### src/rtl/i2c_irq_pkg.sv
package i2c_irq_pkg;

    localparam int NUM_STICKY = 10;
    localparam int NUM_LEVEL  = 2;
    localparam int NUM_SRC    = NUM_STICKY + NUM_LEVEL;

    // sticky bit positions within the raw status word
    localparam int IDX_RX_UNDER = 0;
    localparam int IDX_RX_OVER  = 1;
    localparam int IDX_TX_OVER  = 2;
    localparam int IDX_RD_REQ   = 3;
    localparam int IDX_TX_ABORT = 4;
    localparam int IDX_RX_DONE  = 5;
    localparam int IDX_ACTIVITY = 6;
    localparam int IDX_STOP     = 7;
    localparam int IDX_START    = 8;
    localparam int IDX_GEN_CALL = 9;

    // register word addresses
    localparam int A_MASKED   = 0;
    localparam int A_MASK     = 1;
    localparam int A_RAW      = 2;
    localparam int A_CAUSE    = 3;
    localparam int A_CLR_ALL  = 4;
    localparam int A_CLR_BASE = 5;

    typedef struct packed {
        logic [NUM_STICKY-1:0] bits;   // per-bit clear requests
        logic                  abort;  // dedicated abort clear read
    } clr_req_t;

endpackage

### src/rtl/irq_sticky_bank.sv
module irq_sticky_bank #(
    parameter int N = 10
) (
    input  logic         clk,
    input  logic         rst_n,
    input  logic [N-1:0] ev_i,
    input  logic [N-1:0] clr_i,
    output logic [N-1:0] sticky_o
);

    logic [N-1:0] sticky_d, sticky_q;

    // set has priority over clear so a colliding event is kept
    always_comb begin
        sticky_d = (sticky_q & ~clr_i) | ev_i;
    end

    always_ff @(posedge clk or negedge rst_n) begin
        if (!rst_n) sticky_q <= '0;
        else        sticky_q <= sticky_d;
    end

    assign sticky_o = sticky_q;

    for (genvar k = 0; k < N; k++) begin : g_chk
        p_set_wins_r8: assert property (@(posedge clk) disable iff (!rst_n)
            ev_i[k] |=> sticky_q[k]);
        p_clear_r4: assert property (@(posedge clk) disable iff (!rst_n)
            (clr_i[k] && !ev_i[k]) |=> !sticky_q[k]);
        p_hold_r2: assert property (@(posedge clk) disable iff (!rst_n)
            (sticky_q[k] && !clr_i[k]) |=> sticky_q[k]);
    end

endmodule

### src/rtl/irq_abort_capture.sv
module irq_abort_capture #(
    parameter int W = 16
) (
    input  logic         clk,
    input  logic         rst_n,
    input  logic         abort_ev_i,
    input  logic [W-1:0] cause_i,
    input  logic         clr_i,
    output logic [W-1:0] cause_o
);

    typedef struct packed {
        logic [W-1:0] cause;
    } cap_st_t;

    cap_st_t st_d, st_q;

    always_comb begin
        st_d = st_q;
        if (clr_i)      st_d.cause = '0;
        if (abort_ev_i) st_d.cause = st_d.cause | cause_i;
    end

    always_ff @(posedge clk or negedge rst_n) begin
        if (!rst_n) st_q <= '0;
        else        st_q <= st_d;
    end

    assign cause_o = st_q.cause;

    p_cause_clr_r7: assert property (@(posedge clk) disable iff (!rst_n)
        (clr_i && !abort_ev_i) |=> (st_q.cause == '0));
    p_cause_accum_r8: assert property (@(posedge clk) disable iff (!rst_n)
        abort_ev_i |=> ((st_q.cause & $past(cause_i)) == $past(cause_i)));
    p_cause_keep_r7: assert property (@(posedge clk) disable iff (!rst_n)
        (!clr_i && !abort_ev_i) |=> $stable(st_q.cause));

endmodule

### src/rtl/irq_regfile.sv
module irq_regfile
    import i2c_irq_pkg::*;
#(
    parameter int ADDR_W  = 5,
    parameter int DATA_W  = 16,
    parameter int CAUSE_W = 16
) (
    input  logic               clk,
    input  logic               rst_n,
    input  logic [ADDR_W-1:0]  addr_i,
    input  logic               wr_i,
    input  logic               rd_i,
    input  logic [DATA_W-1:0]  wdata_i,
    input  logic [NUM_SRC-1:0] raw_i,
    input  logic [CAUSE_W-1:0] cause_i,
    output logic [NUM_SRC-1:0] mask_o,
    output clr_req_t           clr_o,
    output logic [DATA_W-1:0]  rdata_o
);

    typedef struct packed {
        logic [DATA_W-1:0] mask;
        logic [DATA_W-1:0] rdata;
    } rf_st_t;

    rf_st_t    st_d, st_q;
    clr_req_t  clr_d;
    logic [NUM_STICKY-1:0] sticky_now;

    assign sticky_now = raw_i[NUM_STICKY-1:0];

    always_comb begin
        st_d        = st_q;
        clr_d       = '0;
        if (wr_i && addr_i == ADDR_W'(A_MASK)) st_d.mask = wdata_i;
        if (rd_i) begin
            st_d.rdata = '0;
            if (addr_i == ADDR_W'(A_MASKED))
                st_d.rdata = DATA_W'(raw_i & st_q.mask[NUM_SRC-1:0]);
            if (addr_i == ADDR_W'(A_MASK))
                st_d.rdata = st_q.mask;
            if (addr_i == ADDR_W'(A_RAW))
                st_d.rdata = DATA_W'(raw_i);
            if (addr_i == ADDR_W'(A_CAUSE))
                st_d.rdata = DATA_W'(cause_i);
            if (addr_i == ADDR_W'(A_CLR_ALL)) begin
                st_d.rdata = DATA_W'(|sticky_now);
                clr_d.bits = '1;
            end
            for (int k = 0; k < NUM_STICKY; k++) begin
                if (addr_i == ADDR_W'(A_CLR_BASE + k)) begin
                    st_d.rdata  = DATA_W'(sticky_now[k]);
                    clr_d.bits[k] = 1'b1;
                end
            end
            clr_d.abort = (addr_i == ADDR_W'(A_CLR_BASE + IDX_TX_ABORT));
        end
    end

    always_ff @(posedge clk or negedge rst_n) begin
        if (!rst_n) st_q <= '0;
        else        st_q <= st_d;
    end

    assign mask_o  = st_q.mask[NUM_SRC-1:0];
    assign clr_o   = clr_d;
    assign rdata_o = st_q.rdata;

    p_rdata_hold_r10: assert property (@(posedge clk) disable iff (!rst_n)
        !rd_i |=> $stable(rdata_o));
    p_mask_only_on_write_r10: assert property (@(posedge clk) disable iff (!rst_n)
        !(wr_i && addr_i == ADDR_W'(A_MASK)) |=> $stable(mask_o));
    p_no_clear_without_read_r4: assert property (@(posedge clk) disable iff (!rst_n)
        !rd_i |-> (clr_o == '0));

endmodule

### src/rtl/i2c_irq_hub.sv
module i2c_irq_hub
    import i2c_irq_pkg::*;
#(
    parameter int ADDR_W  = 5,
    parameter int DATA_W  = 16,
    parameter int CAUSE_W = 16
) (
    input  logic               clk,
    input  logic               rst_n,
    input  logic               ev_rx_under,
    input  logic               ev_rx_over,
    input  logic               ev_tx_over,
    input  logic               ev_rd_req,
    input  logic               ev_tx_abort,
    input  logic               ev_rx_done,
    input  logic               ev_activity,
    input  logic               ev_stop,
    input  logic               ev_start,
    input  logic               ev_gen_call,
    input  logic               lvl_tx_empty,
    input  logic               lvl_rx_full,
    input  logic [CAUSE_W-1:0] abort_cause_in,
    input  logic [ADDR_W-1:0]  bus_addr,
    input  logic               bus_wr,
    input  logic               bus_rd,
    input  logic [DATA_W-1:0]  bus_wdata,
    output logic [DATA_W-1:0]  bus_rdata,
    output logic               irq
);

    typedef struct packed {
        logic [NUM_LEVEL-1:0] lvl;
        logic                 irq;
    } top_st_t;

    top_st_t st_d, st_q;

    logic [NUM_STICKY-1:0] ev_vec, sticky;
    logic [NUM_SRC-1:0]    raw, mask;
    logic [CAUSE_W-1:0]    cause;
    clr_req_t              clr;

    always_comb begin
        ev_vec               = '0;
        ev_vec[IDX_RX_UNDER] = ev_rx_under;
        ev_vec[IDX_RX_OVER]  = ev_rx_over;
        ev_vec[IDX_TX_OVER]  = ev_tx_over;
        ev_vec[IDX_RD_REQ]   = ev_rd_req;
        ev_vec[IDX_TX_ABORT] = ev_tx_abort;
        ev_vec[IDX_RX_DONE]  = ev_rx_done;
        ev_vec[IDX_ACTIVITY] = ev_activity;
        ev_vec[IDX_STOP]     = ev_stop;
        ev_vec[IDX_START]    = ev_start;
        ev_vec[IDX_GEN_CALL] = ev_gen_call;
    end

    assign raw = {st_q.lvl, sticky};

    always_comb begin
        st_d     = st_q;
        st_d.lvl = {lvl_rx_full, lvl_tx_empty};
        st_d.irq = |(raw & mask);
    end

    always_ff @(posedge clk or negedge rst_n) begin
        if (!rst_n) st_q <= '0;
        else        st_q <= st_d;
    end

    irq_sticky_bank #(.N(NUM_STICKY)) u_sticky (
        .clk      (clk),
        .rst_n    (rst_n),
        .ev_i     (ev_vec),
        .clr_i    (clr.bits),
        .sticky_o (sticky)
    );

    irq_abort_capture #(.W(CAUSE_W)) u_cause (
        .clk        (clk),
        .rst_n      (rst_n),
        .abort_ev_i (ev_tx_abort),
        .cause_i    (abort_cause_in),
        .clr_i      (clr.abort),
        .cause_o    (cause)
    );

    irq_regfile #(.ADDR_W(ADDR_W), .DATA_W(DATA_W), .CAUSE_W(CAUSE_W)) u_regs (
        .clk     (clk),
        .rst_n   (rst_n),
        .addr_i  (bus_addr),
        .wr_i    (bus_wr),
        .rd_i    (bus_rd),
        .wdata_i (bus_wdata),
        .raw_i   (raw),
        .cause_i (cause),
        .mask_o  (mask),
        .clr_o   (clr),
        .rdata_o (bus_rdata)
    );

    assign irq = st_q.irq;

    p_irq_follows_r9: assert property (@(posedge clk) disable iff (!rst_n)
        1'b1 |=> (irq == $past(|(raw & mask))));
    p_level_track_r6: assert property (@(posedge clk) disable iff (!rst_n)
        1'b1 |=> (raw[NUM_SRC-1:NUM_STICKY] == $past({lvl_rx_full, lvl_tx_empty})));
    p_zero_mask_quiet_r9: assert property (@(posedge clk) disable iff (!rst_n)
        (mask == '0) |=> !irq);

endmodule

### config.mk
export PLATFORM = sky130hd
export DESIGN_NAME = i2c_irq_hub
export DESIGN_NICKNAME = d
export VERILOG_FILES = /design/src/rtl/i2c_irq_pkg.sv /design/src/rtl/irq_sticky_bank.sv /design/src/rtl/irq_abort_capture.sv /design/src/rtl/irq_regfile.sv /design/src/rtl/i2c_irq_hub.sv
export SDC_FILE = /design/constraint.sdc
export NUM_CORES = 1
export LEC_CHECK = 0
export ABC_AREA = 1
export BUFFER_PORTS_ARGS = -buffer_cell sky130_fd_sc_hd__buf_2
export CORE_MARGIN = 2
export CORE_UTILIZATION = 30
export CTS_CLUSTER_DIAMETER = 50
export DETAILED_ROUTE_END_ITERATION = 10
export SLEW_MARGIN = 40
export SYNTH_ARGS = -nofsm -noshare
export SYNTH_HDL_FRONTEND = slang
export SYNTH_SLANG_ARGS = --single-unit
### constraint.sdc
create_clock -name clk -period 3.6 [get_ports clk]
set_input_delay 0.54 -clock clk [delete_from_list [all_inputs] [get_ports clk]]
set_output_delay 0.54 -clock clk [all_outputs]
set_load 0.01 [all_outputs]
* After elaboration in Yosys (flattened, before gate mapping)
Cells that the tools add are included.
** Operators by class
- Add/subtract/negate cells :: 0
- Eq/ne operators :: 14
- Divide/modulo/power cells :: 0
- Reductions and logical operators :: 4
- Multiplexer cells :: 29
- $mul :: 0
- Bitwise logic cells :: 6
- Shift operators :: 0
- $lt $le $gt $ge :: 0
** Operators by type and width (count)
- $mux W16 :: 17
- $eq A5 B4 Y1 const B :: 7
- $and A12 B12 Y12 :: 2
- $eq A5 B3 Y1 const B :: 4
- $or A16 B16 Y16 :: 1
- $reduce_or A12 Y1 :: 1
- $mux W11 :: 1
- $and A10 B10 Y10 :: 1
- $eq A5 B2 Y1 const B :: 2
- $mux W1 :: 10
- $mux W10 :: 1
- $not A10 Y10 :: 1
- $or A10 B10 Y10 :: 1
- $reduce_or A10 Y1 :: 1
- $eq A5 B1 Y1 const B :: 1
- $logic_not A5 Y1 :: 1
- $logic_and A1 B1 Y1 :: 1
** Word-level totals
- Memory bits (read-only) :: 0
- Word-level logic and storage cells :: 59
- Output and inout port bits :: 17
- Memory bits (writable) :: 0
- Bits in latches :: 0
- Memories :: 0
- Bits in registers :: 61
- Bits of input ports :: 53

* Longest topological paths before layout
- Depth in word-level cells :: 16
- Mapped depth :: 13
- Mapped depth without buffers :: 13

* Hierarchy
Synthesis repeated with hierarchy kept, for this count alone.
** Second synthesis, totals
- Cells, all modules :: 412
- Area, all modules :: 3321.9 um2
** Modules (own cells, without submodules)
- irq_regfile :: cells an instance 269, seq. area each 800.8 um2, instances 1, area an instance 2129.5 um2
- irq_abort_capture :: cells an instance 68, seq. area each 400.4 um2, instances 1, area an instance 633.1 um2
- irq_sticky_bank :: cells an instance 50, seq. area each 250.2 um2, instances 1, area an instance 400.4 um2
- i2c_irq_hub :: cells an instance 25, seq. area each 75.1 um2, instances 1, area an instance 158.9 um2

* Worst setup path after synthesis
Ideal clock, no wire load.
- Path type :: in2reg
- From :: input port bus_addr[2]
- To :: register u_regs.st_q, in the netlist u_regs.mask_o[0]
- Required time :: 3.475 ns
- Path buffers :: 1
- Slack :: 1.996 ns
- Setup time :: 0.125 ns
- Data arrival time :: 1.478 ns
- Stages on the path :: 6
- Path through :: nor2_4 -> inv_2 -> nor2_4 -> nand2_4 -> buf_6 -> mux2_4
** On the way
- Word-level cells in the longest chain between the ends :: 2
** RTL lines
- start, declared :: line i2c_irq_hub.sv:23 : input logic [ADDR_W-1:0] bus_addr,
- $eq A5 B1 Y1 :: line irq_regfile.sv:35 : if (wr_i && addr_i == ADDR_W'(A_MASK)) st_d.mask = wdata_i;
- $logic_and A1 B1 Y1 :: line irq_regfile.sv:35
- end signal, assigned :: line irq_regfile.sv:62 : else st_q <= st_d;
- end, declared :: line irq_regfile.sv:26 : rf_st_t st_d, st_q;
No other way between the ends.
A chain may end at the register's enable or synchronous reset.

* Final worst setup path
- From :: input port bus_addr[4]
- To :: register u_regs.st_q, in the netlist u_regs.rdata_o[3]
** On the way
- Word-level cells in the longest chain between the ends :: 16
- Elaborated cells between the ends (all ways) :: 30
- Those cells by class :: 14 x eq/ne; 15 x mux; 1 x reduce/logical
** RTL lines
- $logic_not A5 Y1 :: line irq_regfile.sv:38 : if (addr_i == ADDR_W'(A_MASKED))
- $mux W16 :: line irq_regfile.sv:38
- $mux W16 :: line irq_regfile.sv:40 : if (addr_i == ADDR_W'(A_MASK))
- $mux W16 :: line irq_regfile.sv:42 : if (addr_i == ADDR_W'(A_RAW))
- $mux W16 :: line irq_regfile.sv:44 : if (addr_i == ADDR_W'(A_CAUSE))
- $mux W16 :: line irq_regfile.sv:46 : if (addr_i == ADDR_W'(A_CLR_ALL)) begin
- $mux W16 (9 in series) :: line irq_regfile.sv:51 : if (addr_i == ADDR_W'(A_CLR_BASE + k)) begin
- $mux W16 * :: line irq_regfile.sv:51
Every way passes the cells marked *; elsewhere a longest branch is shown, timed or not.

==> summary.txt <==
Place
  • Post-DP Area: 3440 sq um
  • Gpl congestion: ~0.92
  • Placed Instances: 529
  • DPL Wire Length: 5.83 mm
  • # port buffers: between 60 and 70

Finish
  • Final nets: 457
  • Syn-to-layout area delta: 18.1%
  • # fillers: roughly 1100
  • Non-Filler Instances: 545
  • Finished layout cell area: 3660 sq um
  • Share of post-route cells with drive strength above 1: 0.293
  • ANT cells: 0

Clocking
  • Worst-path clk slew: 0.07 ns
  • Clock latency on the worst-skew pair: between 0.3 and 0.4 ns
  • CTS buffer count: 9
  • Hold Buf Count CTS: 0
  • Clock root cell: clkbuf_8
  • H-tree Lvls: 3
  • Postcts setup bufs: 0
  • CTS tree: yes
  • Max Buffers Root-to-Sink: 2
  • Clock Sinks: 61
  • Post_cts resized: 0

Timing
  • Hold WS: roughly 0.20 ns
  • Max Clk Rate: approximately 550 MHz
  • Final setup TNS: 0 ns
  • Max-slew headroom: 0.621
  • Final number of hold-violating endpoints: 0
  • Clock Skew: roughly 0.0063 ns
  • RSZ-0062 raised after global routing: false
  • Tmin final: around 1.8 ns
  • Least-Margin Pin Slew: 0.569 ns
  • Slew Limit Fails: 0
  • Fin crit share: 0.504
  • Final setup vio count: 0

Power and ir drop
  • Total Power: 1.66 mW
  • PD cells: around 450 nW/um^2
  • Leakage dissipation: 1.78 nW
  • Max VDD drop: 138 uV

Floorplan
  • CORE AREA: 10200 sq um
  • Num ports: 70
  • DIE AREA: roughly 11000 sq um
  • Die Y: 106 um
  • Num rows: 37
  • Initial Utilization: 0.304
  • Chip width: approximately 110 um

Global route
  • Number of global-route vias before repair: 2555
  • All-Layer GR Usage: 0.144
  • Largest net degree at the start of global routing: 47
  • First-pass GRT wire length: 12.5 mm
  • Initial antenna violation count: 0
  • Remaining global-route overflow: 0

Logic synthesis
  • Register area share after synthesis: 0.493
  • Cell variety after synth: 29
  • Top-count cell post-synth: nand2_1
  • Synth warn: 0
  • Synth Area in Compound Gates: 0.134
  • Avg Cell Area, Syn: 8.80 sq um
  • Synth Area in Adders: 0
  • Cells after synthesis: 352
  • Simple-gate share of the synthesized area: 0.215
  • FFs w/ async S/R, synth: 1.00
  • Leading area contributor after synthesis: dfrtp_1
  • Post-synth net total: 405
  • Synth area leaders: dfrtp_1, nand2_1, mux2_4
  • Number of synthesized flops with an enable pin: 0
  • Mux cell area share after synthesis: 0.0703
  • Commonest cells post-synth: nand2_1, dfrtp_1, o21ai_0, inv_1
  • Synth top area share: 0.493
  • Main synth FF type: dfrtp_1
  • Cell Area, Synth: 3100 sq um
  • Flops & latches, synth: 61
  • Synth Area in XOR/XNOR: 0
  • Main combinational cell family by area after synthesis: simple AND/OR/NAND/NOR gates

Detailed routing
  • Routed WL per cell: 14.1 um
  • Vias per inst: approximately 4.6
  • Drt total wl: roughly 7.7 mm
  • ANT nets after route: 0
  • Post-route DRC violation count: 0
  • DRT iter0 DRCs: 208
  • First-pass DRT Iterations: 4
  • Via count: 2522

Setup path
  • Critical path data required time: slightly below 4 ns
  • Setup CP Type: input port to register
  • Largest fanout on the critical path: 11
  • R2r setup slk: around 2.1 ns
  • Worst setup SP type: input port
  • CP Capture Type: register
  • WP data arrival: 2.08 ns

Run
  • Max capacitance violation total: 0

Run status
  • Outcome: completed

Worst hold path
  • HP Class: input port to asynchronous set/reset pin
flip-flops by register name, summed over array words and instances (netlist names):
signal             cells
raw                    2
u_regs.mask_o         12
u_regs.rdata_o        16
u_cause.cause_o       16
u_sticky.sticky_o     10
irq                    1
u_regs.st_q            4
metal layers:
| metal | track usage | part of all wire | vias up |
|---|---|---|---|
| met2 | 0.212 | 0.44 | 85 |
| met4 | 0.0677 | 0.015 | 0 |
| met1 | 0.197 | 0.49 | 1164 |
| met5 | 0 | 0 | - |
| met3 | 0.0353 | 0.049 | 10 |
| li1 | - | - | 1263 |
metrics by stage:
| step | utilization | setup WS, ns |
|---|---|---|
| floorplan | - | 2.00 |
| global placement | 0.337 | 1.40 |
| detailed placement | 0.337 | 1.30 |
| CTS | 0.359 | 1.67 |
| global route | 0.359 | 1.54 |
| finish | 0.359 | 1.79 |
area by class of cell:
type / count / area, sq um / share of cell area
Clock inverter: 6 / 86.3 / 0.0236
Inverter: 23 / 86.3 / 0.0236
Multi-Input combinational cell: 239 / 1300 / 0.355
Tap cell: 136 / 170 / 0.0465
Clock buffer: 10 / 138 / 0.0376
Timing Repair Buffer: 70 / 355 / 0.0971
Sequential cell: 61 / 1530 / 0.417
kinds of logic after synthesis:
logic type	after synthesis
DFF	61
buffers and inverters	52
muxes	16
AOI/OAI and AO/OA	69
and+or+nand+nor	154
worst paths after layout:
kind,from,endpoint,cells after the start
max,bus_addr[4],u_regs.rdata_o[3]$_DFFE_PN0P_,8
min,rst_n,u_regs.rdata_o[3]$_DFFE_PN0P_,1
min reg2reg,u_cause.cause_o[10]$_DFF_PN0_,u_cause.cause_o[10]$_DFF_PN0_,2
max reg2reg,u_sticky.sticky_o[7]$_DFF_PN0_,u_regs.rdata_o[0]$_DFFE_PN0P_,10
max in group asynchronous,rst_n,u_regs.rdata_o[0]$_DFFE_PN0P_,2
min in group clk,lvl_rx_full,raw[11]$_DFF_PN0_,1
power by group:
part           internal [mW]  switching (mW)
Clock                  0.407           0.269
Combinational         0.0971           0.108
Sequential             0.741          0.0423
Total                   1.25           0.419
cells in the final DEF (no fill, tap or decap), types with 2 or more instances in the layout:
| master | instances |
|---|---|
| mux2_4 | 10 |
| a21oi_1 | 12 |
| o21ai_0 | 23 |
| inv_1 | 20 |
| clkinv_2 | 2 |
| a21o_1 | 2 |
| o21ai_1 | 10 |
| bufinv_16 | 2 |
| nand4_1 | 10 |
| buf_4 | 2 |
| nor2_1 | 18 |
| nand2_1 | 109 |
| mux2_2 | 6 |
| dfrtp_1 | 61 |
| nand3_1 | 7 |
| o211ai_1 | 12 |
| buf_2 | 68 |
| clkbuf_8 | 10 |
| a31o_2 | 7 |
| nor2_4 | 4 |
| inv_2 | 3 |
critical path, cell delays in order:
cell and delay, ns:
buf_2 0.13, inv_1 0.16, nand2_1 0.08, nor2_1 0.24, nand2_1 0.30, o211ai_1 0.35, o21ai_0 0.15, o21ai_1 0.13
Power figures use the tool's default switching activity.
